[src/rtl/xbus_pkg.sv]
// Shared types for the external bus cycle sequencer.
package xbus_pkg;

    // Phase of one external bus cycle.
    typedef enum logic [2:0] {
        PH_IDLE = 3'd0,
        PH_ALE  = 3'd1,
        PH_DLY  = 3'd2,
        PH_STB  = 3'd3,
        PH_TRI  = 3'd4
    } phase_t;

endpackage

[src/rtl/xbus_ready_qual.sv]
// Qualifies the external ready input.
// Assumes bus_ready is already synchronous to clk.
// With the handshake disabled, the programmed length always counts as complete.
module xbus_ready_qual (
    input  logic rdy_en,
    input  logic rdy_pol,
    input  logic bus_ready,
    output logic rdy_ok
);

    // Active when disabled, or when the input level matches the polarity.
    always_comb begin
        rdy_ok = !rdy_en || (bus_ready == rdy_pol);
    end

endmodule

[src/rtl/xbus_phase_ctl.sv]
// Phase sequencer with one down-counter for all phase lengths.
// Assumes configuration is stable while a cycle runs.
// One clock cycle is one timing unit.
module xbus_phase_ctl
    import xbus_pkg::*;
#(
    parameter int WAIT_W = 4
) (
    input  logic              clk,
    input  logic              rst_n,
    input  logic              start,
    input  logic              ale_ext,
    input  logic              rw_dly,
    input  logic              tri_skip,
    input  logic [WAIT_W-1:0] wait_code,
    input  logic              rdy_ok,
    output phase_t            phase,
    output logic              strobe_end
);

    localparam int CNT_W = WAIT_W + 1;

    logic [CNT_W-1:0] cnt_q;
    logic [CNT_W-1:0] stb_reload;
    logic             last_unit;

    // Extra strobe units: twice the inverted wait code.
    always_comb begin
        stb_reload = {~wait_code, 1'b0};
        last_unit  = (cnt_q == '0);
        strobe_end = (phase == PH_STB) && last_unit && rdy_ok;
    end

    // Phase transitions and counter loads.
    always_ff @(posedge clk) begin
        if (!rst_n) begin
            phase <= PH_IDLE;
            cnt_q <= '0;
        end else begin
            case (phase)
                PH_IDLE: begin
                    if (start) begin
                        phase <= PH_ALE;
                        cnt_q <= ale_ext ? CNT_W'(1) : '0;
                    end
                end
                PH_ALE: begin
                    if (!last_unit) begin
                        cnt_q <= cnt_q - 1'b1;
                    end else if (rw_dly) begin
                        phase <= PH_DLY;
                    end else begin
                        phase <= PH_STB;
                        cnt_q <= stb_reload;
                    end
                end
                PH_DLY: begin
                    phase <= PH_STB;
                    cnt_q <= stb_reload;
                end
                PH_STB: begin
                    if (!last_unit) begin
                        cnt_q <= cnt_q - 1'b1;
                    end else if (!rdy_ok) begin
                        cnt_q <= CNT_W'(1);
                    end else if (tri_skip) begin
                        phase <= PH_IDLE;
                    end else begin
                        phase <= PH_TRI;
                        cnt_q <= CNT_W'(1);
                    end
                end
                PH_TRI: begin
                    if (!last_unit) begin
                        cnt_q <= cnt_q - 1'b1;
                    end else begin
                        phase <= PH_IDLE;
                    end
                end
                default: begin
                    phase <= PH_IDLE;
                    cnt_q <= '0;
                end
            endcase
        end
    end

endmodule

[src/rtl/xbus_lane_path.sv]
// Request latch, bus drive decode and read capture.
// Assumes DATA_W is a multiple of 8 with at least two lanes.
// Lane 0 is always active; the upper lanes are used only in 16-bit mode.
module xbus_lane_path
    import xbus_pkg::*;
#(
    parameter int ADDR_W = 24,
    parameter int DATA_W = 16
) (
    input  logic                  clk,
    input  logic                  rst_n,
    input  logic                  start,
    input  phase_t                phase,
    input  logic                  strobe_end,
    input  logic                  cfg_mux,
    input  logic                  cfg_wide,
    input  logic [ADDR_W-1:0]     req_addr,
    input  logic [DATA_W-1:0]     req_wdata,
    input  logic                  req_we,
    input  logic [DATA_W/8-1:0]   req_be,
    input  logic [DATA_W-1:0]     bus_ad_in,
    output logic [ADDR_W-1:0]     bus_addr,
    output logic [DATA_W-1:0]     bus_ad_out,
    output logic [DATA_W/8-1:0]   bus_ad_oe,
    output logic                  bus_ale,
    output logic                  bus_cs_n,
    output logic                  bus_rd_n,
    output logic                  bus_wr_n,
    output logic                  bus_bhe_n,
    output logic                  rsp_done,
    output logic [DATA_W-1:0]     rsp_rdata
);

    localparam int LANES = DATA_W / 8;

    logic [ADDR_W-1:0] addr_q;
    logic [DATA_W-1:0] wdata_q;
    logic              we_q;
    logic [LANES-1:0]  be_q;
    logic [LANES-1:0]  lane_on;
    logic [DATA_W-1:0] lane_rd;
    logic              in_cycle;
    logic              addr_drive;
    logic              data_drive;

    // Per-lane enable and read-data masking.
    for (genvar g = 0; g < LANES; g++) begin : g_lane
        if (g == 0) begin : g_base
            assign lane_on[g] = 1'b1;
        end else begin : g_upper
            assign lane_on[g] = cfg_wide;
        end
        assign lane_rd[g*8 +: 8] = lane_on[g] ? bus_ad_in[g*8 +: 8] : 8'h00;
    end

    // Latch the request on acceptance.
    always_ff @(posedge clk) begin
        if (!rst_n) begin
            addr_q  <= '0;
            wdata_q <= '0;
            we_q    <= 1'b0;
            be_q    <= '0;
        end else if (start) begin
            addr_q  <= req_addr;
            wdata_q <= req_wdata;
            we_q    <= req_we;
            be_q    <= req_be;
        end
    end

    // Decode bus controls from the current phase.
    always_comb begin
        in_cycle   = (phase == PH_ALE) || (phase == PH_DLY) || (phase == PH_STB);
        addr_drive = cfg_mux && (phase == PH_ALE);
        data_drive = we_q && ((phase == PH_DLY) || (phase == PH_STB));
        bus_addr   = addr_q;
        bus_ale    = (phase == PH_ALE);
        bus_cs_n   = !in_cycle;
        bus_rd_n   = !((phase == PH_STB) && !we_q);
        bus_wr_n   = !((phase == PH_STB) && we_q);
        bus_bhe_n  = !(in_cycle && cfg_wide && be_q[LANES-1]);
        if (addr_drive) begin
            bus_ad_out = addr_q[DATA_W-1:0];
            bus_ad_oe  = '1;
        end else begin
            bus_ad_out = wdata_q;
            bus_ad_oe  = data_drive ? (be_q & lane_on) : '0;
        end
    end

    // Capture read data and raise the completion pulse.
    always_ff @(posedge clk) begin
        if (!rst_n) begin
            rsp_done  <= 1'b0;
            rsp_rdata <= '0;
        end else begin
            rsp_done <= strobe_end;
            if (strobe_end && !we_q) begin
                rsp_rdata <= lane_rd;
            end
        end
    end

endmodule

[src/rtl/xbus_cycle_seq.sv]
// External memory bus cycle sequencer (top).
// Accepts one request while idle and runs a full bus cycle: latch, optional
// delay, strobe with wait states and ready extension, then recovery.
// Assumes configuration changes only while req_ready is high.
module xbus_cycle_seq
    import xbus_pkg::*;
#(
    parameter int ADDR_W = 24,
    parameter int DATA_W = 16,
    parameter int WAIT_W = 4
) (
    input  logic                clk,
    input  logic                rst_n,
    input  logic                cfg_mux,
    input  logic                cfg_wide,
    input  logic                cfg_ale_ext,
    input  logic [WAIT_W-1:0]   cfg_wait,
    input  logic                cfg_rw_dly,
    input  logic                cfg_tri_skip,
    input  logic                cfg_rdy_en,
    input  logic                cfg_rdy_pol,
    input  logic                req_valid,
    output logic                req_ready,
    input  logic [ADDR_W-1:0]   req_addr,
    input  logic [DATA_W-1:0]   req_wdata,
    input  logic                req_we,
    input  logic [DATA_W/8-1:0] req_be,
    output logic                rsp_done,
    output logic [DATA_W-1:0]   rsp_rdata,
    output logic [ADDR_W-1:0]   bus_addr,
    output logic [DATA_W-1:0]   bus_ad_out,
    output logic [DATA_W/8-1:0] bus_ad_oe,
    input  logic [DATA_W-1:0]   bus_ad_in,
    output logic                bus_ale,
    output logic                bus_cs_n,
    output logic                bus_rd_n,
    output logic                bus_wr_n,
    output logic                bus_bhe_n,
    input  logic                bus_ready
);

    phase_t phase;
    logic   start;
    logic   rdy_ok;
    logic   strobe_end;

    // Accept a request only in the idle phase.
    always_comb begin
        req_ready = (phase == PH_IDLE);
        start     = req_ready && req_valid;
    end

    xbus_ready_qual u_rdy (
        .rdy_en    (cfg_rdy_en),
        .rdy_pol   (cfg_rdy_pol),
        .bus_ready (bus_ready),
        .rdy_ok    (rdy_ok)
    );

    xbus_phase_ctl #(.WAIT_W(WAIT_W)) u_ctl (
        .clk        (clk),
        .rst_n      (rst_n),
        .start      (start),
        .ale_ext    (cfg_ale_ext),
        .rw_dly     (cfg_rw_dly),
        .tri_skip   (cfg_tri_skip),
        .wait_code  (cfg_wait),
        .rdy_ok     (rdy_ok),
        .phase      (phase),
        .strobe_end (strobe_end)
    );

    xbus_lane_path #(.ADDR_W(ADDR_W), .DATA_W(DATA_W)) u_lane (
        .clk        (clk),
        .rst_n      (rst_n),
        .start      (start),
        .phase      (phase),
        .strobe_end (strobe_end),
        .cfg_mux    (cfg_mux),
        .cfg_wide   (cfg_wide),
        .req_addr   (req_addr),
        .req_wdata  (req_wdata),
        .req_we     (req_we),
        .req_be     (req_be),
        .bus_ad_in  (bus_ad_in),
        .bus_addr   (bus_addr),
        .bus_ad_out (bus_ad_out),
        .bus_ad_oe  (bus_ad_oe),
        .bus_ale    (bus_ale),
        .bus_cs_n   (bus_cs_n),
        .bus_rd_n   (bus_rd_n),
        .bus_wr_n   (bus_wr_n),
        .bus_bhe_n  (bus_bhe_n),
        .rsp_done   (rsp_done),
        .rsp_rdata  (rsp_rdata)
    );

endmodule

[config.mk]
export PLATFORM = sky130hd
export DESIGN_NAME = xbus_cycle_seq
export DESIGN_NICKNAME = d
export VERILOG_FILES = /design/src/rtl/xbus_pkg.sv /design/src/rtl/xbus_ready_qual.sv /design/src/rtl/xbus_phase_ctl.sv /design/src/rtl/xbus_lane_path.sv /design/src/rtl/xbus_cycle_seq.sv
export SDC_FILE = /design/constraint.sdc
export NUM_CORES = 1
export LEC_CHECK = 0
export BUFFER_PORTS_ARGS = -buffer_cell sky130_fd_sc_hd__buf_4
export CORE_ASPECT_RATIO = 1.75
export CORE_MARGIN = 4
export CORE_UTILIZATION = 35
export DETAILED_ROUTE_END_ITERATION = 12
export SETUP_SLACK_MARGIN = 0.05
export SYNTH_ARGS = -nofsm -noshare
export SYNTH_HDL_FRONTEND = slang
export SYNTH_SLANG_ARGS = --single-unit
[constraint.sdc]
create_clock -name clk -period 2.2 [get_ports clk]
set_input_delay 0.22 -clock clk [delete_from_list [all_inputs] [get_ports clk]]
set_output_delay 0.22 -clock clk [all_outputs]
set_load 0.05 [all_outputs]
==> results of run 1 <==
==> power groups by stage <==
stage	Clock (mW)	Sequential [mW]	Combinational, mW
2_1_floorplan	0	1.87	1.59
3_3_place_gp	0	1.61	2.56
3_5_place_dp	0	1.62	2.59
4_1_cts	1.42	1.59	2.60
5_1_grt	1.47	1.62	2.87
6_report	1.38	1.60	2.66
==> path summary, 6_finish.rpt <==
| path | from | end | slack, ps | depth (start not counted) |
|---|---|---|---|---|
| worst max-delay path | u_ctl.phase[0] | bus_ad_out[3] | 120 | 6 |
| worst min-delay path | bus_ad_in[5] | u_lane.rsp_rdata[5] | 140 | 3 |
| worst max register to register | u_ctl.cnt_q[0] | u_ctl.cnt_q[1] | 170 | 7 |
| worst min register to register | u_lane.rsp_rdata[0] | u_lane.rsp_rdata[0] | 450 | 2 |
==> registers in the layout, summed over array words and instances (netlist names) <==
name / count
u_ctl.phase: 3
u_ctl.cnt_q: 5
u_lane.rsp_done: 1
u_lane.wdata_q: 16
u_lane.we_q: 1
u_lane.be_q: 2
u_lane.rsp_rdata: 16
u_lane.bus_addr: 24
==> per-layer routing <==
layer	routed length (um)	up-vias
li1	-	1564
met1	3580	1426
met2	5130	104
met3	694	10
met4	137	0
met5	0	-
==> what timing repair did <==
| item | CTS | global route |
|---|---|---|
| cloned | 0 | 1 |
| setup endpoints to repair | 16 | 18 |
| hold buffers | 0 | 0 |
| resized for setup | 1 | 8 |
==> synth_stat cells, types with 2 or more instances <==
library cell,number
nor2b_1,4
a21oi_1,9
a21boi_1,8
nand3_1,11
buf_6,3
clkbuf_1,19
nor4b_1,2
a31o_2,2
nor2_1,11
or3b_2,2
o21ai_0,8
a21o_1,2
a21boi_0,49
xor2_1,2
dfxtp_1,68
a21boi_2,2
buf_4,2
buf_2,7
mux2_2,16
nand3b_1,3
nor3_1,4
nand2_1,122
and2_1,2
inv_1,3
nand3_2,2
==> kinds of logic after synthesis <==
| family | count (synthesis) | synth area share |
|---|---|---|
| buffers and inverters | 34 | 0.0520 |
| and+or+nand+nor | 172 | 0.245 |
| AOI/OAI and AO/OA | 92 | 0.209 |
| xor gates and xnor gates | 2 | 0.00548 |
| muxes | 17 | 0.0594 |
| adders and majority gates | 1 | 0.00391 |
| DFF | 68 | 0.426 |
==> through the flow <==
| step | worst slack, ps | hold slack [ps] | TNS [ps] | util |
|---|---|---|---|---|
| floorplan | -273 | 355 | -14330 | - |
| CTS | 66.0 | 122 | 0 | 0.526 |
| global route | 44.3 | 126 | 0 | 0.532 |
| global placement | 212 | 440 | 0 | 0.493 |
| finish | 120 | 137 | 0 | 0.532 |
| detailed placement | 138 | 447 | 0 | 0.493 |
==> cell type report <==
cell class	instances	area share
clock buffer	10	0.0490
clock inverter	5	0.0115
inverter	3	0.00241
multi-input combinational	284	0.363
sequential	68	0.291
tap	117	0.0313
timing repair buffer	151	0.252
==> worst min-delay path: stages <==
cell      delay [ps]
buf_4            110
nand2_1           40
a21boi_1          50
==> flow_summary.ini, run 1 <==
[detailed_routing]
drc = 0
wl_um = 9550
drt_iter0_drc = 144
viasPerCell = 4.87
routedWlPerCell_um = 15.0
detail-route-antenna-nets = 0
firstDrtPassIters = 4
num_vias = 3104

[die]
ios = 139
dieHeight_um = 134
fp.dieW_um = 80.3
die-area_um2 = 10800
fp-row-count = 45
start_util = 0.364
coreArea_um2 = 8780

[timing]
setup_viol = 0
skew_ps = 5.57
tightestPinTransition_ps = 609
drv_slew = 0
report.final.hold_viol_count = 0
rsz0062_at_grt = no
fin_crit_ps = 2080
maxSlewHeadroom = 0.594
period_share = 0.946
clock.fmax_mhz = 481

[power]
pwr-share-comb = 0.472
power.density_nw_per_um2 = 1200
switchingPower_mw = 2.37
pwr-share-clk = 0.245
p_seq_frac = 0.283
max-vdd-ir-drop_v = 0.000609
netSwitchingFraction = 0.421
p_leak_nw = 2.03
design_power_total_mw = 5.63
p_int_mw = 3.26

[place]
hpwl_um = 6840
gp_congestion = 0.832
placed_area_um2 = 4330
io_buffers = 138
place_inst = 622

[clock_network]
postCtsSetupRepairBufs = 0
clockRootBuffer = clkbuf_16
cts_tree = done
cts_sinks = 68
clockBufferDepth = 2
cts_buffers = 9
htreeDepth = 3
clk_pin_slew_worst_paths_ps = 50
clk_latency_ps = 330

[synth]
ys_warn_count = 0
synthFlopType = dfxtp_1
avgSynthCellArea_um2 = 8.29
async_flop_share = 0
yosysTopAreaCellShare = 0.425
netlist_area_um2 = 3200
ys_seq_elements = 68
ys_seq_area_frac = 0.425
ys_types = 48
synth-edff-count = 0
netlist_instances = 386
yosysTopAreaCell = dfxtp_1
yosys-top-cells-area = dfxtp_1, nand2_1, a21boi_0
synth.net_count = 461

[cells_and_area]
regArea_um2 = 1360
mostFrequentLayoutCell = buf_4
drive_gt1_frac = 0.380
finish.instance_area_um2 = 4670
layout_common_cells = buf_4, nand2_1, dfxtp_1
syn2layout_area_growth_pct = 46.1
n_fill_cell = 890
multi_input_area_um2 = 1700
fin_nets = 592
layoutNonFillerInstCount = 638
antenna_cells = 0

[critical_path]
path_buf_inv = 2
cp-end-kind = output port
worstPathCellList = nor2b_1, nor2b_4, and2_4, clkbuf_16, mux2_2, buf_4
cp_slowest_stage_delay_ps = 330
path_class = register to output port
cp_top_family = simple AND/OR/NAND/NOR gates
critPathLaunchType = register
slowest_stage = mux2_2
path_max_fanout = 8
arrival_ps = 1860
critical_path_required_ps = 1980

[global_routing]
grtUsageMet2 = 0.319
grt_max_degree = 73
use_met1 = 0.187
grt_usage = 0.178
antenna_found_initial = 0
use_met3 = 0.0621
grt.busiest_layer = met2
grt_pass1_wl_um = 15100
first_global_vias = 3192
overflow = 0

[flow_run]
maxCapViolCount = 0

[worst_hold_path]
hold_path_class = input pin to register

[outcome]
status = finished, final reports clean
Note: power is estimated with default switching activity, not from simulation.
==> run 2: changes to the inputs <==
- ABC_CLOCK_PERIOD_IN_PS: not set -> 2200
- CELL_PAD_IN_SITES_DETAIL_PLACEMENT: not set -> 1
- CELL_PAD_IN_SITES_GLOBAL_PLACEMENT: not set -> 1
- CORE_UTILIZATION: 35 -> 34
- PLACE_DENSITY_LB_ADDON: not set -> 0.1
==> run 2 against run 1 <==
Against the previous run:
- utilization shrank 1.9 points
- sequential power hardly changed
- setup slack got worse by 2.0 ps
- flip-flop and latch count did not move
- largest cell class unchanged
- highest routed layer unchanged
==> flow_summary.ini, run 2 (synthesis results as in run 1) <==
[power]
p_int_mw = 3.31
p_seq_frac = 0.280
p_leak_nw = 2.04
netSwitchingFraction = 0.423
power.density_nw_per_um2 = 1220
pwr-share-clk = 0.250
switchingPower_mw = 2.43
pwr-share-comb = 0.470
max-vdd-ir-drop_v = 0.000655

[timing]
setup_viol = 0
maxSlewHeadroom = 0.505
clock.fmax_mhz = 480
worst_hold_slack_ps = 132
report.final.hold_viol_count = 0
tightestPinTransition_ps = 735
setup_slack_ps = 118
skew_ps = 3.53
period_share = 0.947
rsz0062_at_grt = yes
drv_slew = 0
fin_crit_ps = 2080

[global_routing]
first_global_vias = 3447
grt_pass1_wl_um = 16700
grt_max_degree = 73
antenna_found_initial = 0
overflow = 0
grt_usage = 0.197

[cells_and_area]
final_util = 0.514
mostFrequentLayoutCell = buf_4
syn2layout_area_growth_pct = 46.9
largest_reg_flops = 24
layout_common_cells = buf_4, nand2_1, dfxtp_1
fin_nets = 592
antenna_cells = 0
drive_gt1_frac = 0.383

[clock_network]
cts_tree = done
cts_buffers = 9
clockBufferDepth = 2
cts_sinks = 68
clk_latency_ps = 330
clk_pin_slew_worst_paths_ps = 60
htreeDepth = 3
clockRootBuffer = clkbuf_16

[critical_path]
cp-end-kind = output port
critical_path_required_ps = 1980
arrival_ps = 1860
path_class = register to output port
r2r_slack_ps = 150
critPathLaunch = u_ctl.phase[1]
ff2ff_path_depth = 7
rr_startpoint = u_ctl.cnt_q[0]
path_max_fanout = 10
rr_endpoint = u_ctl.cnt_q[1]
endpoint = bus_ad_oe[0]
critPathLaunchType = register

[place]
io_buffers = 138
post-place-ws_ps = 109
gp_congestion = 0.793
hpwl_um = 7460

[detailed_routing]
drt_iter0_drc = 73
viasPerCell = 4.94
detail-route-antenna-nets = 0
num_vias = 3171
wl_um = 10500
drc = 0
firstDrtPassIters = 4
routedWlPerCell_um = 16.4

[flow_run]
maxCapViolCount = 0

[die]
coreArea_um2 = 9150
dieHeight_um = 136
die-area_um2 = 11100
ios = 139
fp.dieW_um = 81.3
start_util = 0.350
fp-row-count = 46

[worst_hold_path]
hold_path_class = input pin to register

[outcome]
status = finished, final reports clean
run 2: worst min-delay path by stage:
stage / slack [ps] / from / endpoint / depth (start not counted)
2_1_floorplan: 350 / bus_ad_in[0] / u_lane.rsp_rdata[0] / 2
3_3_place_gp: 440 / u_lane.rsp_rdata[7] / u_lane.rsp_rdata[7] / 2
3_5_place_dp: 450 / u_lane.rsp_rdata[6] / u_lane.rsp_rdata[6] / 2
4_1_cts: 120 / bus_ad_in[6] / u_lane.rsp_rdata[6] / 3
5_1_grt: 140 / bus_ad_in[3] / u_lane.rsp_rdata[3] / 3
6_report: 130 / bus_ad_in[1] / u_lane.rsp_rdata[1] / 3
run 2: stage by stage:
step	instance area [um2]	power [mW]	setup TNS, ps	std cells
final	4700	5.74	0	642
after global placement	4340	4.19	0	624
after global routing	4700	6.07	0	642
after CTS	4650	5.74	0	641
after detailed placement	4340	4.26	0	624
after floorplan	3200	3.46	-14330	386
run 2: cell type report:
cell class	count	area, um2
clock buffers	12	246
multi-input cells	284	1700
inverters	3	11.3
flip-flops and latches	68	1360
clock inverters	4	48.8
repair buffers	151	1180
fillers	1115	4450
well taps	120	150
run 2: power groups by stage:
stage / Clock [mW] / Sequential, mW / Combinational [mW]
floorplan: 0 / 1.87 / 1.59
global placement: 0 / 1.62 / 2.57
detailed placement: 0 / 1.63 / 2.63
CTS: 1.48 / 1.61 / 2.66
global route: 1.52 / 1.64 / 2.92
finish: 1.43 / 1.61 / 2.70
run 2: worst max-delay path, stage by stage, from the launching register on:
cell	delay [ps]
dfxtp_1	550
nor2b_4	80
and2_4	190
clkbuf_16	170
buf_4	140
a31o_2	220
buf_4	190
run 2: repair_timing:
item	CTS	global route
gates resized for setup	2	7
hold endpoints to repair	0	0
buffers inserted	1	0
gates cloned	0	1
endpoints found under the setup margin	16	18
hold buffers	0	0
run 2: per-layer routing:
layer | vias up | GRT usage | wire, um | part of all wire
li1 | 1566 | - | - | -
met1 | 1503 | 0.198 | 3750 | 0.36
met2 | 88 | 0.363 | 5880 | 0.56
met3 | 14 | 0.0710 | 725 | 0.069
met4 | 0 | 0.0667 | 170 | 0.016
met5 | - | 0 | 0 | 0
==> run 3: changes to the inputs <==
==> constraint.sdc (replaced) <==
create_clock -name clk -period 2.2 [get_ports clk]
set_input_delay 0.11 -clock clk [delete_from_list [all_inputs] [get_ports clk]]
set_output_delay 0.11 -clock clk [all_outputs]
set_load 0.05 [all_outputs]
==> run 3 against run 2 <==
Against the previous run:
- largest cell class unchanged
- clock skew is 2.1 ps higher
- critical path depth rose by 1
- final area is 1.4% lower
- final cell count is 0.31% lower
- global-route usage down 0.65 points
- non-clock buffer count decreased by 2
==> flow_summary.ini, run 3 (synthesis results as in run 1) <==
[outcome]
status = finished, final reports clean

[global_routing]
grt_max_degree = 73
overflow = 0
antenna_found_initial = 0
grt_pass1_wl_um = 16300
first_global_vias = 3358
grt_usage = 0.190

[die]
coreArea_um2 = 9150
fp-row-count = 46
ios = 139
fp.dieW_um = 81.3
dieHeight_um = 136
die-area_um2 = 11100
start_util = 0.350

[critical_path]
path_class = register to register
critPathLaunchType = register
critical_path_required_ps = 2420
cp-end-kind = register
arrival_ps = 2270
path_max_fanout = 9

[detailed_routing]
drc = 0
routedWlPerCell_um = 15.8
viasPerCell = 4.95
detail-route-antenna-nets = 0
num_vias = 3171
drt_iter0_drc = 41
wl_um = 10100
firstDrtPassIters = 4

[place]
place_inst = 624
post-place-ws_ps = 98.0
gp_congestion = 0.772
hpwl_um = 7450
io_buffers = 138

[clock_network]
clockBufferDepth = 2
postCtsSetupRepairBufs = 0
clk_pin_slew_worst_paths_ps = 50
htreeDepth = 3
cts_sinks = 68
clockRootBuffer = clkbuf_16
cts_tree = done
clk_latency_ps = 330
cts_buffers = 9

[cells_and_area]
antenna_cells = 0
final_util = 0.507
largest_reg_flops = 24
syn2layout_area_growth_pct = 44.9
fin_nets = 590
layout_common_cells = buf_4, nand2_1, dfxtp_1
layoutNonFillerInstCount = 640
drive_gt1_frac = 0.375
mostFrequentLayoutCell = buf_4

[timing]
setup_slack_ps = 154
period_share = 0.930
finalSetupTns_ps = 0
clock.fmax_mhz = 489
tightestPinTransition_ps = 641
fin_crit_ps = 2050
report.final.hold_viol_count = 0
drv_slew = 0
rsz0062_at_grt = yes
worst_hold_slack_ps = 30.4
skew_ps = 5.68
maxSlewHeadroom = 0.572
setup_viol = 0

[flow_run]
maxCapViolCount = 0

[power]
p_leak_nw = 2.00
max-vdd-ir-drop_v = 0.000730
power.density_nw_per_um2 = 1190

[worst_hold_path]
hold_path_class = input pin to register
-- run 3: repair_timing --
item | 4_1_cts | 5_1_grt
endpoints found under the hold margin | 0 | 0
hold buffers | 0 | 0
resized for setup | 0 | 5
setup endpoints to repair | 0 | 19
-- run 3: cell type report --
| cell class | instances | area (um2) |
|---|---|---|
| multi-input cells | 284 | 1700 |
| repair buffers | 149 | 1150 |
| clock buffers | 12 | 236 |
| fillers | 1098 | 4520 |
| well taps | 120 | 150 |
| flip-flops and latches | 68 | 1360 |
| inverters | 3 | 11.3 |
| clock inverters | 4 | 26.3 |
-- run 3: metal layers --
metal	vias up	track usage	wire [um]
li1	1566	-	-
met1	1510	0.190	3630
met2	86	0.363	5700
met3	9	0.0531	643
met4	0	0.0620	124
met5	-	0	0
-- run 3: metrics by stage --
step                area, um2  power [mW]
floorplan                3210        3.47
global placement         4350        4.21
detailed placement       4350        4.27
CTS                      4610        5.57
global route             4640        5.88
finish                   4640        5.52
-- run 3: worst max-delay path, cell delays in order, from the launching register on --
cell and delay, ps:
dfxtp_1 340, inv_1 70, ha_1 210, or4b_4 580
a211oi_2 320, a211oi_4 110, o21ai_1 150, o21ba_2 170
-- run 3: path summary, 6_finish.rpt --
kind                                          start             endpoint  slack [ps]  depth (start not counted)
worst min-delay path                   bus_ad_in[5]  u_lane.rsp_rdata[5]          30                          3
worst max-delay path                 u_ctl.cnt_q[0]       u_ctl.cnt_q[1]         150                          7
worst max register to register       u_ctl.cnt_q[0]       u_ctl.cnt_q[1]         150                          7
worst min register to register  u_lane.rsp_rdata[1]  u_lane.rsp_rdata[1]         450                          2
-- run 3: power breakdown --
part / internal (mW) / switching, mW
registers: 1.44 / 0.181
clock network: 0.761 / 0.513
logic: 0.944 / 1.69
total: 3.14 / 2.38
